## config.mk

```make
export PLATFORM = sky130hd
export DESIGN_NAME = qbport_bank
export DESIGN_NICKNAME = d
export VERILOG_FILES = /design/src/rtl/qbp_pkg.sv /design/src/rtl/qbp_latch.sv /design/src/rtl/qbp_pad_ctrl.sv /design/src/rtl/qbport_bank.sv
export SDC_FILE = /design/constraint.sdc
export NUM_CORES = 1
export LEC_CHECK = 0
export ABC_AREA = 1
export BUFFER_PORTS_ARGS = -buffer_cell sky130_fd_sc_hd__buf_4
export CORE_ASPECT_RATIO = 0.75
export CORE_UTILIZATION = 25
export DETAILED_ROUTE_END_ITERATION = 16
export SYNTH_ARGS = -nofsm -noshare
export SYNTH_HDL_FRONTEND = slang
export SYNTH_SLANG_ARGS = --single-unit
```

## constraint.sdc

```tcl
create_clock -name clk -period 1.45 [get_ports clk]
set_clock_uncertainty 0.05 [all_clocks]
set_input_delay 0 -clock clk [delete_from_list [all_inputs] [get_ports clk]]
set_output_delay 0 -clock clk [all_outputs]
set_load 0.01 [all_outputs]
```

## src/rtl/qbp_pkg.sv

```systemverilog
package qbp_pkg;

   localparam int NUM_PORTS  = 4;
   localparam int SEL_W      = $clog2(NUM_PORTS);
   localparam int PORT_BUSLO = 0;
   localparam int PORT_BUSHI = 2;
   localparam int PORT_ALT   = 3;

   typedef enum logic [1:0] {
      XB_IDLE  = 2'd0,
      XB_ADDR  = 2'd1,
      XB_WDATA = 2'd2,
      XB_RDATA = 2'd3
   } xbus_phase_e;

   typedef enum logic [1:0] {
      PK_OPEN_DRAIN = 2'd0,
      PK_QUASI      = 2'd1
   } pad_kind_e;

endpackage

```

## src/rtl/qbp_latch.sv

```systemverilog
module qbp_latch #(
   parameter int W = 8
) (
   input  logic         clk,
   input  logic         rst_n,
   input  logic         wr,
   input  logic [W-1:0] wdata,
   input  logic         force_ones,
   input  logic [W-1:0] hold_mask,
   output logic [W-1:0] q
);

   if (W < 1) begin : g_bad_w
      $error("qbp_latch: W must be at least 1");
   end

   always_ff @(posedge clk) begin
      if (!rst_n)          q <= '1;
      else if (force_ones) q <= '1;
      else if (wr)         q <= wdata | hold_mask;
      else                 q <= q | hold_mask;
   end

endmodule

```

## src/rtl/qbp_pad_ctrl.sv

```systemverilog
module qbp_pad_ctrl #(
   parameter int                  W    = 8,
   parameter qbp_pkg::pad_kind_e  KIND = qbp_pkg::PK_QUASI
) (
   input  logic [W-1:0] level,
   input  logic         bus_on,
   input  logic         bus_drive,
   input  logic [W-1:0] bus_val,
   output logic [W-1:0] out,
   output logic [W-1:0] oe,
   output logic [W-1:0] pu
);

   if (KIND == qbp_pkg::PK_OPEN_DRAIN) begin : g_od
      assign pu = '0;
   end else begin : g_qb
      assign pu = '1;
   end

   always_comb begin
      if (bus_on) begin
         out = bus_val;
         oe  = bus_drive ? '1 : '0;
      end else begin
         out = '0;
         oe  = ~level;
      end
   end

endmodule

```

## src/rtl/qbport_bank.sv

```systemverilog
module qbport_bank #(
   parameter int PORT_W = 8
) (
   input  logic                                clk,
   input  logic                                rst_n,
   input  logic                                wr_en,
   input  logic [qbp_pkg::SEL_W-1:0]           wr_sel,
   input  logic [PORT_W-1:0]                   wr_data,
   input  logic [qbp_pkg::SEL_W-1:0]           rd_sel,
   output logic [PORT_W-1:0]                   rd_latch,
   output logic [PORT_W-1:0]                   rd_pin,
   input  logic [1:0]                          xbus_phase,
   input  logic [2*PORT_W-1:0]                 xbus_addr,
   input  logic [PORT_W-1:0]                   xbus_wdata,
   output logic [PORT_W-1:0]                   xbus_rdata,
   input  logic [PORT_W-1:0]                   alt_en,
   input  logic [PORT_W-1:0]                   alt_out,
   input  logic [qbp_pkg::NUM_PORTS*PORT_W-1:0] pad_in,
   output logic [qbp_pkg::NUM_PORTS*PORT_W-1:0] pad_out,
   output logic [qbp_pkg::NUM_PORTS*PORT_W-1:0] pad_oe,
   output logic [qbp_pkg::NUM_PORTS*PORT_W-1:0] pad_pu
);
   import qbp_pkg::*;

   localparam int TOT_W = NUM_PORTS * PORT_W;

   if (PORT_W < 2) begin : g_bad_width
      $error("qbport_bank: PORT_W must be at least 2");
   end

   xbus_phase_e phase;
   logic        bus_on;
   logic        bus_lo_drive;
   logic [PORT_W-1:0] bus_lo_val;
   logic [TOT_W-1:0]  latch_flat;

   assign phase        = xbus_phase_e'(xbus_phase);
   assign bus_on       = (phase != XB_IDLE);
   assign bus_lo_drive = (phase == XB_ADDR) || (phase == XB_WDATA);
   assign bus_lo_val   = (phase == XB_ADDR) ? xbus_addr[PORT_W-1:0] : xbus_wdata;

   for (genvar i = 0; i < NUM_PORTS; i++) begin : g_port
      localparam pad_kind_e KIND = (i == PORT_BUSLO) ? PK_OPEN_DRAIN : PK_QUASI;
      logic [PORT_W-1:0] q;
      logic [PORT_W-1:0] level;
      logic [PORT_W-1:0] hold;
      logic              p_bus_on;
      logic              p_bus_drive;
      logic [PORT_W-1:0] p_bus_val;

      if (i == PORT_ALT) begin : g_alt
         assign hold  = alt_en;
         assign level = q & (alt_out | ~alt_en);
      end else begin : g_plain
         assign hold  = '0;
         assign level = q;
      end

      if (i == PORT_BUSLO) begin : g_buslo
         assign p_bus_on    = bus_on;
         assign p_bus_drive = bus_lo_drive;
         assign p_bus_val   = bus_lo_val;
      end else if (i == PORT_BUSHI) begin : g_bushi
         assign p_bus_on    = bus_on;
         assign p_bus_drive = 1'b1;
         assign p_bus_val   = xbus_addr[2*PORT_W-1:PORT_W];
      end else begin : g_nobus
         assign p_bus_on    = 1'b0;
         assign p_bus_drive = 1'b0;
         assign p_bus_val   = '0;
      end

      qbp_latch #(.W(PORT_W)) u_latch (
         .clk        (clk),
         .rst_n      (rst_n),
         .wr         (wr_en && (wr_sel == SEL_W'(i))),
         .wdata      (wr_data),
         .force_ones ((i == PORT_BUSLO) && bus_on),
         .hold_mask  (hold),
         .q          (q)
      );

      qbp_pad_ctrl #(.W(PORT_W), .KIND(KIND)) u_pad (
         .level     (level),
         .bus_on    (p_bus_on),
         .bus_drive (p_bus_drive),
         .bus_val   (p_bus_val),
         .out       (pad_out[i*PORT_W +: PORT_W]),
         .oe        (pad_oe[i*PORT_W +: PORT_W]),
         .pu        (pad_pu[i*PORT_W +: PORT_W])
      );

      assign latch_flat[i*PORT_W +: PORT_W] = q;
   end

   assign rd_latch   = latch_flat[rd_sel*PORT_W +: PORT_W];
   assign rd_pin     = pad_in[rd_sel*PORT_W +: PORT_W];
   assign xbus_rdata = pad_in[PORT_BUSLO*PORT_W +: PORT_W];

endmodule

```

======== Yosys cells after proc, flatten, opt, wreduce, memory -nomap -nowiden ========
Cells that the tools add are included.
operators by class
  reductions and logical operators ........ 8
  equal/unequal tests ..................... 5
  shift-type cells ........................ 2
  mux-type cells .......................... 7
  bitwise gates (word level) .............. 10
operator list
  cell                                                              number
  32-bit by 6-bit variable part select with 8-bit output            2
  8-bit two-way mux                                                 7
  8-bit NOT                                                         5
  8-bit OR                                                          3
  8-bit AND                                                         1
  2-bit == test (second input constant)                             3
  2-bit by 1-bit == test with 1-bit output (second input constant)  2
  1-bit logical AND                                                 4
  2-bit zero test                                                   1
  2-bit nonzero test                                                1
  2-bit OR reduction                                                1
  1-bit logical OR                                                  1
  1-bit NOT                                                         1
storage, ports and cells
  bits in registers ....................... 32
  output and inout port bits .............. 120
  input bits .............................. 89
  word-level logic and storage cells ...... 36

======== Logic depth before layout (Yosys ltp) ========
Gate-level depths: netlist (run 1).
  depth after elaboration ................. 4
  mapped depth ............................ 7
  depth with buffers taken out ............ 5

======== By module ========
A second synthesis (run 1) with hierarchy kept.
second synthesis, totals
  cell total of the unflattened synthesis .. 667
  area total of the unflattened synthesis .. 3513.4 µm²
modules (own cells, without submodules)
  module        instances  area each (µm²)  cells each  seq. area each (µm²)
  qbp_latch     4          420.4            69          160.2
  qbport_bank   1          1116.1           251         0.0
  qbp_pad_ctrl  4          178.9            35          0.0

======== Worst setup path after synthesis (run 1) ========
No wires, ideal clock.
  path type ............................... input -> output
  from .................................... input xbus_phase[0]
  to ...................................... output pad_out[6] (netlist name)
  arrival ................................. 0.808 ns
  required time ........................... 1.400 ns
  slack ................................... 0.592 ns
  cell stages on the path ................. 7
  path buffers ............................ 2
  path through ............................ inv_1 > ha_1 > buf_4 > inv_2 > buf_4 > o21ai_0 > nor2_1
on the way
  longest elaborated chain between the ends .. 3
  elaborated cells on any way between the ends .. 4
  classes of those cells .................. eq/ne (1); mux (2); reduce/logical (1)
RTL lines
  what                                      RTL line            text
  start: declaration                        qbport_bank.sv:12   input logic [1:0] xbus_phase,
  2-bit by 1-bit == test with 1-bit output  qbport_bank.sv:40   assign bus_lo_val = (phase == XB_ADDR) ? xbus_addr[PORT_W-1:0] : xbus_wdata;
  8-bit two-way mux                         qbport_bank.sv:40
  8-bit two-way mux *                       qbp_pad_ctrl.sv:21  if (bus_on) begin
  end: declaration                          qbport_bank.sv:19   output logic [qbp_pkg::NUM_PORTS*PORT_W-1:0] pad_out,
Every way passes the cells marked *; elsewhere a longest branch is shown, timed or not.

======== Final worst setup path (run 1) ========
  from .................................... input alt_en[0]
  to ...................................... register g_port[3].u_latch.q[0]
on the way
  longest elaborated chain between the ends .. 2
  elaborated cells on any way between the ends .. 3
  classes of those cells .................. mux (1); bitwise (2)
RTL lines
  what                                RTL line                          text
  start: declaration                  qbport_bank.sv:16                 input logic [PORT_W-1:0] alt_en,
  8-bit OR, on equally long branches  qbp_latch.sv:21, qbp_latch.sv:20
  8-bit two-way mux *                 qbp_latch.sv:20                   else if (wr) q <= wdata | hold_mask;
  end signal: assignment              qbp_latch.sv:20
  end signal: assignment              qbp_latch.sv:21                   else q <= q | hold_mask;
  end: declaration                    qbp_latch.sv:10                   output logic [W-1:0] q
Marked as above.
A chain may end at the register's enable or synchronous reset.

==> impl_results.md, run 1 <==
* Arrival @ worst endpoint at 1.41 ns
* Post-Synthesis Cells at 466
* Post-synthesis sequential element count at 32
* Xor and xnor area share after synthesis at 0%
* Final Hold Viols at 0
* Setup violations, final at 0
* Site Rows at 33
* Multi-input gate area at 0.001553 sq mm
* CTS H-tree lvls at 2
* Status: complete, no violations
* Crit share post-route at 89.70%
* Via count at 3293
* Synth Area in Compound Gates at 4.435%
* Main combinational cell family by area after synthesis: simple AND/OR/NAND/NOR gates
* Post-route ant nets at 0
* Max-capacitance violation count at 0
* Post-synth top area share at 22.71%
* Asr flop ratio synth at 0%
* Yosys top cell by area: dfxtp_1
* Core Box Area at 0.01094 sq mm
* Largest register FFs at 32
* Die width at 124.7 microns
* Hpwl dp at 7.060 mm
* Vias per cell at 4.282
* Count of cell types in the netlist at 21
* Req. time, crit path at 1.56 ns
* Clock Tree Buf Depth at 2
* Post-route cell area at 0.004222 sq mm
* Min setup slack post-route at 0.1493 ns
* Minimum clock period at 1.301 ns
* Post-Synth Adder-Cell Area at 0.8869%
* Largest reg by FF count: g_port.u_latch.q
* Hold WS at 0.1187 ns
* CTS buffer count at 5
* Placed Cells at 735
* Die area at 0.01172 sq mm
* Global Route Usage Sum at 14.38%
* Worst Setup End Kind: flop
* Syn Area/Cell at 6.055 sq um
* Finished Layout Cells at 769
* Maximum vdd drop at 0.0005234 V
* Layout cells sized above 1 at 28.46%
* Placer Congestion at 0.8455
* Met2 Use GR at 24.08%
* Clock Sinks at 32
* First-pass GRT wire length at 13.68 mm
* Synth top cells by count: 106 x nand2_1, 62 x buf_4, 62 x nor2_1
* Pleak at 2.409 nW
* Most frequent cell after synthesis: nand2_1
* Final net count at 720
* Ports at 209
* I/O Buffers at 160
* Biggest regs: g_port.u_latch.q (32)
* Post-synth EDFFs at 0
* Setup Buffers After CTS at 0
* Most used flip-flop cell after synthesis: dfxtp_1
* CP Max Fanout at 2
* First-pass DRT Iterations at 4
* TNS Setup at 0 ns
* Crit Path Class: in2reg
* Top post-synthesis cells by area: dfxtp_1 23%, buf_4 16%, nand2_1 14%
* DRC at 0
* Slew margin rel. at 63.78%
* Worst-Skew Late Latency at 0.27 ns
* Clock root buffer: clkbuf_16
* Synth-to-Final Area Change at 49.62%
* P per Cell Area at 706.8 mW/mm^2
* WL per Instance at 11.49 microns
* Pin count of the biggest net entering global routing at 65
* Seq/Total Area, Yosys at 22.71%
* RSZ-0062 raised after global routing: false
* Vias in the first global route at 2894
* Reg area at 640.6 sq um
* Grt met1 use at 18.78%
* Simple-gate share of the synthesized area at 43.33%
* CTS clk-pin slew, worst paths at 0.05 ns
* Mux contribution to synthesized area at 0%
* Initial antenna violation count at 0
* Die Ht at 94 microns
* Worst-Margin Slew at 0.5434 ns
* Initial core utilization at 25.79%
* Worst min path class: in2reg
* Worst setup SP type: input pin
* Drt total wl at 8.835 mm
* Fill cells at 1151
* Ant diodes at 0
* Fmax at 768.8 MHz
* Placed cell areas at 0.003799 sq mm
* Most used routing layer: met2
* Max-slew violations at 0
* Gr ovfl total at 0
* DR iter-0 viols at 142
* CTS tree: built
* Pre-CTS setup slack at 0.2138 ns
* Mapped Area at 0.002821 sq mm
* Yosys warning total at 0
* Grt met3 use at 3.759%
==> cell families (layout without fill, tap and decap cells) <==
family / Yosys count / after routing
other: 2 / 48
AOI/OAI and AO/OA: 25 / 25
DFF: 32 / 32
adders and majority gates: 2 / 2
buffers and inverters: 136 / 253
and+or+nand+nor: 269 / 269
==> layout make-up <==
type	instances	area share, %
clock buffers	7	3.616
inverters	57	5.068
multi-input cells	344	36.78
flip-flops and latches	32	15.17
well taps	140	4.149
repair buffers	189	35.21
==> path summary, 6_finish.rpt <==
path	startpoint	to	slack, ns	depth (start not counted)
setup / recovery	alt_en[0]	g_port[3].u_latch.q[0]	0.15	5
setup reg to reg	g_port[3].u_latch.q[2]	g_port[3].u_latch.q[2]	0.25	3
hold reg to reg	g_port[1].u_latch.q[4]	g_port[1].u_latch.q[4]	0.41	2
hold / removal	wr_sel[0]	g_port[1].u_latch.q[7]	0.12	3
==> cells in the final DEF (no fill, tap or decap), drive strengths merged <==
cell type / instances
inv: 55
dlygate4sd3: 27
buf: 162
o21ai: 25
nand4: 24
clkbuf: 7
clkinv: 2
or2: 16
conb: 48
dfxtp: 32
nor2: 63
ha: 2
nand3: 59
nand2: 107
==> per-stage QoR <==
step / utilization, % / power [W]
after CTS: 38.58 / 0.003010
after global routing: 38.58 / 0.003153
final: 38.58 / 0.002984
after detailed placement: 34.72 / 0.001899
after floorplan: - / 0.001540
after global placement: 34.72 / 0.001889
==> worst max-delay path, cell delays in order <==
cell and delay (ns):
dlygate4sd3_1 0.54, buf_4 0.14, nor2_1 0.11, nand3_1 0.08, dlygate4sd3_1 0.55
==> power breakdown <==
part	internal, W	switching (W)	leakage, nW
logic	0.000482	0.000508	2.07
registers	0.000912	0.0000253	0.262
clock network	0.000718	0.000338	0.0760
total	0.00211	0.000872	2.41
==> repair_timing <==
item / 4_1_cts / 5_1_grt
hold buffers: 27 / 0
gates resized for setup: 0 / 0
hold endpoints to repair: 31 / 0
==> metal layers <==
| layer | share of wire, % | vias up | wire length, microns |
|---|---|---|---|
| li1 | - | 1679 | - |
| met1 | 45 | 1454 | 3988 |
| met2 | 46 | 156 | 4068 |
| met3 | 8.4 | 4 | 738 |
| met4 | 0.45 | 0 | 40 |
| met5 | 0 | - | 0 |
Note: power is estimated with default switching activity, not from simulation.
==> run 2: changes to the inputs <==
- ABC_AREA: 1 -> not set
- BUFFER_PORTS_ARGS: -buffer_cell sky130_fd_sc_hd__buf_4 -> -buffer_cell sky130_fd_sc_hd__buf_2
==> impl_results.md, run 2 <==
* Pleak at 1.938 nW
* Combinational group share of total power at 27.6%
* Post-Route Utilization at 35.04%
* Worst path slowest cell: mux4_1
* Crit Path Class: reg2out
* Worst reg2reg path depth at 3
* CTS H-tree lvls at 2
* Max-capacitance violation count at 0
* Sequential Power Share at 35.1%
* Status: complete, no violations
* Die area at 0.01109 sq mm
* Reg area at 640.6 sq um
* I/O Buffers at 160
* First-pass DRT Iterations at 4
* Post-Synthesis Cells at 291
* Die Ht at 91.44 microns
* CP Max Fanout at 3
* Asr flop ratio synth at 0%
* Pin count of the biggest net entering global routing at 22
* Placed Cells at 566
* Vias per cell at 4.286
* Core Box Area at 0.01033 sq mm
* Fmax at 742.6 MHz
* Site Rows at 32
* Clock root buffer: clkbuf_16
* Setup Buffers After CTS at 0
* Placer Congestion at 0.7366
* Finished Layout Cells at 587
* Req. time, crit path at 1.40 ns
* Drt total wl at 7.745 mm
* Clock Sinks at 32
* CTS buffer count at 5
* Initial antenna violation count at 0
* R2R Setup Slk at 0.18 ns
* Die width at 121.3 microns
* Global Route Usage Sum at 13.88%
* Worst Setup End Kind: output port
* Critical Path Sink: rd_latch[0]
* Most frequent cell after synthesis: buf_4
* Largest reg by FF count: g_port.u_latch.q
* Setup violations, final at 0
* Clock Tree Buf Depth at 2
* Fill cells at 1084
* Clock Power Share at 37.3%
* Minimum clock period at 1.347 ns
* Reg2reg start: g_port[3].u_latch.q[5]
* WP buf/inv at 1
* Post-synth EDFFs at 0
* Pint at 0.001870 W
* Layout cells sized above 1 at 40.13%
* Arrival @ worst endpoint at 1.30 ns
* Post-route ant nets at 0
* Sw frac at 28.97%
* P per Cell Area at 727.3 mW/mm^2
* Reg2reg end: g_port[3].u_latch.q[5]
* Hpwl dp at 6.227 mm
* Commonest non-fill, non-tap cells in the layout: 160 x buf_2, 48 x conb_1, 35 x inv_1, 32 x nor2b_1, 32 x dfxtp_1
* CP Cell Sequence: mux4_1, buf_2
* WL per Instance at 13.19 microns
* Initial core utilization at 25.81%
* Seq/Total Area, Yosys at 24.03%
* Setup crit start: g_port[0].u_latch.q[0]
* Yosys top cell by area: dfxtp_1
* Max-slew violations at 0
* DRC at 0
* CTS clk-pin slew, worst paths at 0.05 ns
* Multi-input gate area at 0.001535 sq mm
* Maximum vdd drop at 0.0004113 V
* Post-synth top area share at 24.03%
* Top post-synthesis cells by area: dfxtp_1 24%, buf_4 16%, mux4_1 12%
* Ant diodes at 0
* Worst path top cell family by delay: multiplexers
* Syn Area/Cell at 9.163 sq um
* Post-synthesis sequential element count at 32
* Gr ovfl total at 0
* Final net count at 542
* DR iter-0 viols at 104
* Synth-to-Final Area Change at 35.76%
* Vias in the first global route at 2340
* Largest register FFs at 32
* Biggest regs: g_port.u_latch.q (32)
* Final Hold Viols at 0
* Ports at 209
* Yosys warning total at 0
* Crit-path max cell delay at 0.52 ns
* CTS tree: built
* Crit share post-route at 92.87%
* Most used flip-flop cell after synthesis: dfxtp_1
* Worst min path class: in2reg
* First-pass GRT wire length at 11.86 mm
* Via count at 2516
* Mapped Area at 0.002666 sq mm
* Synth top cells by count: 56 x buf_4, 35 x inv_1, 32 x dfxtp_1, 32 x nor2b_1, 24 x mux2i_1
* Hold WS at 0.01024 ns
* RSZ-0062 raised after global routing: false
* NetSw at 0.0007627 W
* Most common cell after layout, fill and taps aside: buf_2
* Count of cell types in the netlist at 27
* CP Depth at 2
* Worst-Skew Late Latency at 0.27 ns
* TNS Setup at 0 ns
* Worst setup SP type: flop
-- run 2: cell types whose count changed after synthesis, sizes merged, moves of 9 or more --
cell,change
buf,-10
inv,-20
mux2i,+24
mux4,+16
nand2,-99
nand3,-59
nand4,-16
nor2,-55
nor2b,+32
o21ai,-9
or2,-16
-- run 2: layer usage --
layer,vias to the layer above,wire length (microns),GRT usage [%]
li1,1228,-,-
met3,6,400,2.073
met4,0,91,4.012
met5,-,0,0
met1,1168,3478,17.62
met2,114,3774,24.14
-- run 2: metrics by stage --
step                      power, W  area (sq um)  setup slack [ns]
final                     0.002632          3620            0.1033
after global routing      0.002787          3620           0.04108
after CTS                 0.002662          3620           0.08842
after detailed placement  0.001645          3346            0.2408
after global placement    0.001635          3346            0.3277
after floorplan           0.001445          2839            0.4932
-- run 2: power by group through the flow --
stage / Combinational, W / Clock [W] / Sequential (W)
finish: 0.000727 / 0.000982 / 0.000924
global route: 0.000800 / 0.00106 / 0.000925
CTS: 0.000733 / 0.00101 / 0.000923
detailed placement: 0.000703 / 0 / 0.000942
global placement: 0.000694 / 0 / 0.000940
floorplan: 0.000512 / 0 / 0.000933
-- run 2: cell families after synthesis --
| group | after synthesis | synth area share, % |
|---|---|---|
| AO/OA/AOI/OAI | 32 | 7.884 |
| adder cells (fa/ha/maj) | 2 | 0.9384 |
| buffers and inverters | 111 | 24.87 |
| flip-flops | 32 | 24.03 |
| multiplexers | 40 | 24.21 |
| other | 2 | 0.2817 |
| AND/OR/NAND/NOR | 72 | 17.79 |
-- run 2: layout make-up --
cell class / count / share of cell area [%]
repair buffers: 183 / 27.86
clock inverters: 1 / 0.1383
well taps: 136 / 4.701
multi-input cells: 194 / 42.41
clock buffers: 6 / 3.560
flip-flops and latches: 32 / 17.70
inverters: 35 / 3.629
-- run 2: worst min path at each step --
stage	cells past startpoint	to	slack [ns]	from
after floorplan	1	xbus_rdata[0]	0.04	pad_in[0]
after global placement	2	xbus_rdata[0]	0.14	pad_in[0]
after detailed placement	2	xbus_rdata[4]	0.15	pad_in[4]
after CTS	3	g_port[0].u_latch.q[0]	0.007	wr_data[0]
after global routing	3	g_port[2].u_latch.q[0]	0.04	wr_data[0]
final	3	g_port[0].u_latch.q[0]	0.01	wr_data[0]
-- run 2: worst register-to-register path, cell delays in order, from the launching register on --
cell and delay, ns:
dfxtp_1 0.37, inv_1 0.06, o2111ai_1 0.17, dlygate4sd3_1 0.56
-- run 2: what timing repair did --
item,in CTS,in global routing
hold endpoints to repair,15,0
gates resized for setup,0,0
hold buffers,14,0
==> run 3: changes to the inputs <==
- CORE_UTILIZATION: 25 -> 43
- PLACE_DENSITY: not set -> 0.86
==> impl_results.md, run 3 (same netlist as run 2, synthesis figures left out) <==
* Clock Sinks at 32
* Finished Layout Cells at 533
* Core Box Area at 0.005886 sq mm
* Vias in the first global route at 2380
* Vias per cell at 4.764
* Setup Buffers After CTS at 0
* NetSw at 0.0007514 W
* Largest reg by FF count: g_port.u_latch.q
* Maximum vdd drop at 0.0004023 V
* Reg2reg end: g_port[3].u_latch.q[1]
* DR iter-0 viols at 102
* Worst setup SP type: input pin
* Layout cells sized above 1 at 39.78%
* Hold Path Origin: wr_data[3]
* Crit share post-route at 93.85%
* Fmax at 734.9 MHz
* Post-route ant nets at 0
* Via count at 2539
* Worst reg2reg path depth at 3
* Initial antenna violation count at 0
* RSZ-0062 raised after global routing: false
* CTS tree: built
* Top cell by count, worst path: dlygate4sd3_1
* Largest register FFs at 32
* Max-capacitance violation count at 0
* Max-slew violations at 0
* Worst path slowest cell: dlygate4sd3_1
* Crit Path Class: in2reg
* CTS clk-pin slew, worst paths at 0.07 ns
* CTS buffer count at 5
* Pleak at 1.938 nW
* Sequential Power Share at 35.3%
* First-pass GRT wire length at 11.54 mm
* Status: complete, no violations
* WL per Instance at 14.13 microns
* Combinational group share of total power at 28.3%
* Synth-to-Final Area Change at 34.21%
* Ports at 209
* Multi-input gate area at 0.001536 sq mm
* Hpwl dp at 5.782 mm
* P per Cell Area at 728.1 mW/mm^2
* Die area at 0.006523 sq mm
* Most common cell after layout, fill and taps aside: buf_2
* Setup violations, final at 0
* Global Route Usage Sum at 22.59%
* Worst min path class: in2reg
* Final Hold Viols at 0
* CP Cell Sequence: dlygate4sd3_1, buf_2, nand4_1, o2111ai_1, dlygate4sd3_1
* Worst-Skew Late Latency at 0.28 ns
* Reg area at 640.6 sq um
* Gr ovfl total at 0
* Crit-path max cell delay at 0.60 ns
* Hold Path Sink: g_port[2].u_latch.q[3]
* Initial core utilization at 45.30%
* Ant diodes at 0
* Minimum clock period at 1.361 ns
* Pint at 0.001854 W
* Drt total wl at 7.532 mm
* TNS Setup at 0 ns
* Pre-CTS setup slack at 0.2238 ns
* Post-route cell area at 0.003578 sq mm
* Final net count at 545
* Clock Power Share at 36.3%
* R2R Setup Slk at 0.16 ns
* Site Rows at 24
* Pin count of the biggest net entering global routing at 25
* CTS H-tree lvls at 2
* CP Max Fanout at 3
* Die Ht at 70.20 microns
* Clock Tree Buf Depth at 2
* Min setup slack post-route at 0.08924 ns
* Placed cell areas at 0.003251 sq mm
* Biggest regs: g_port.u_latch.q (32)
* Sw frac at 28.84%
* Req. time, crit path at 1.57 ns
* Placed Cells at 505
* Arrival @ worst endpoint at 1.48 ns
* Fill cells at 516
* Reg2reg start: g_port[3].u_latch.q[1]
* Placer Congestion at 0.7866
* I/O Buffers at 160
* Commonest non-fill, non-tap cells in the layout: 160 x buf_2, 48 x conb_1, 35 x inv_1, 32 x nor2b_1, 32 x dfxtp_1
* DRC at 0
* Hold path depth at 3
* Die width at 92.93 microns
* Clock root buffer: clkbuf_8
* First-pass DRT Iterations at 4
* Worst Setup End Kind: flop
-- run 3: layout make-up --
cell class,count,area share (%)
tap,78,2.727
clock inverter,1,0.8392
timing repair buffer,186,29.23
sequential,32,17.90
multi-input combinational,194,42.94
inverter,35,3.671
clock buffer,7,2.692
-- run 3: worst max path at each step --
stage,slack (ns),endpoint,depth (start not counted),startpoint
after floorplan,0.49,g_port[0].u_latch.q[0],6,xbus_phase[1]
after global placement,0.26,pad_oe[4],6,xbus_phase[1]
after detailed placement,0.22,pad_oe[3],6,xbus_phase[0]
after CTS,0.04,g_port[3].u_latch.q[7],4,wr_sel[1]
after global routing,0.03,g_port[3].u_latch.q[1],4,wr_sel[1]
final,0.09,g_port[3].u_latch.q[1],5,wr_data[1]
-- run 3: power by group through the flow --
stage | clock [W] | sequential [W] | combinational, W
final | 0.000946 | 0.000921 | 0.000738
after detailed placement | 0 | 0.000940 | 0.000697
after global placement | 0 | 0.000939 | 0.000683
after floorplan | 0 | 0.000933 | 0.000512
after CTS | 0.000958 | 0.000921 | 0.000735
after global routing | 0.000994 | 0.000924 | 0.000799
-- run 3: what timing repair did --
item	in CTS	in global routing
hold buffers	20	0
hold endpoints to repair	26	0
gates resized for setup	0	1
setup endpoints to repair	0	5
-- run 3: through the flow --
step           hold slack, ns  utilization (%)  power, W
6_report             0.004252            60.80  0.002605
5_1_grt               0.01101            60.80  0.002716
4_1_cts            0.00009548            60.78  0.002614
3_5_place_dp           0.1471            55.23  0.001637
3_3_place_gp           0.1443            55.23  0.001621
2_1_floorplan         0.04177                -  0.001445
-- run 3: metal layers --
metal  up-vias  GRT usage, %  routed length, microns
met5         -             0                       0
li1       1225             -                       -
met3        10         4.575                     534
met2       138         38.81                    3752
met4         0         7.521                      96
met1      1166         28.17                    3148
-- run 3: worst max-delay path: cells and delay by family --
kind | cells | cell delay [ns]
simple gates | 1 | 0.07
compound gates | 1 | 0.14
buf+inv | 3 | 1.27
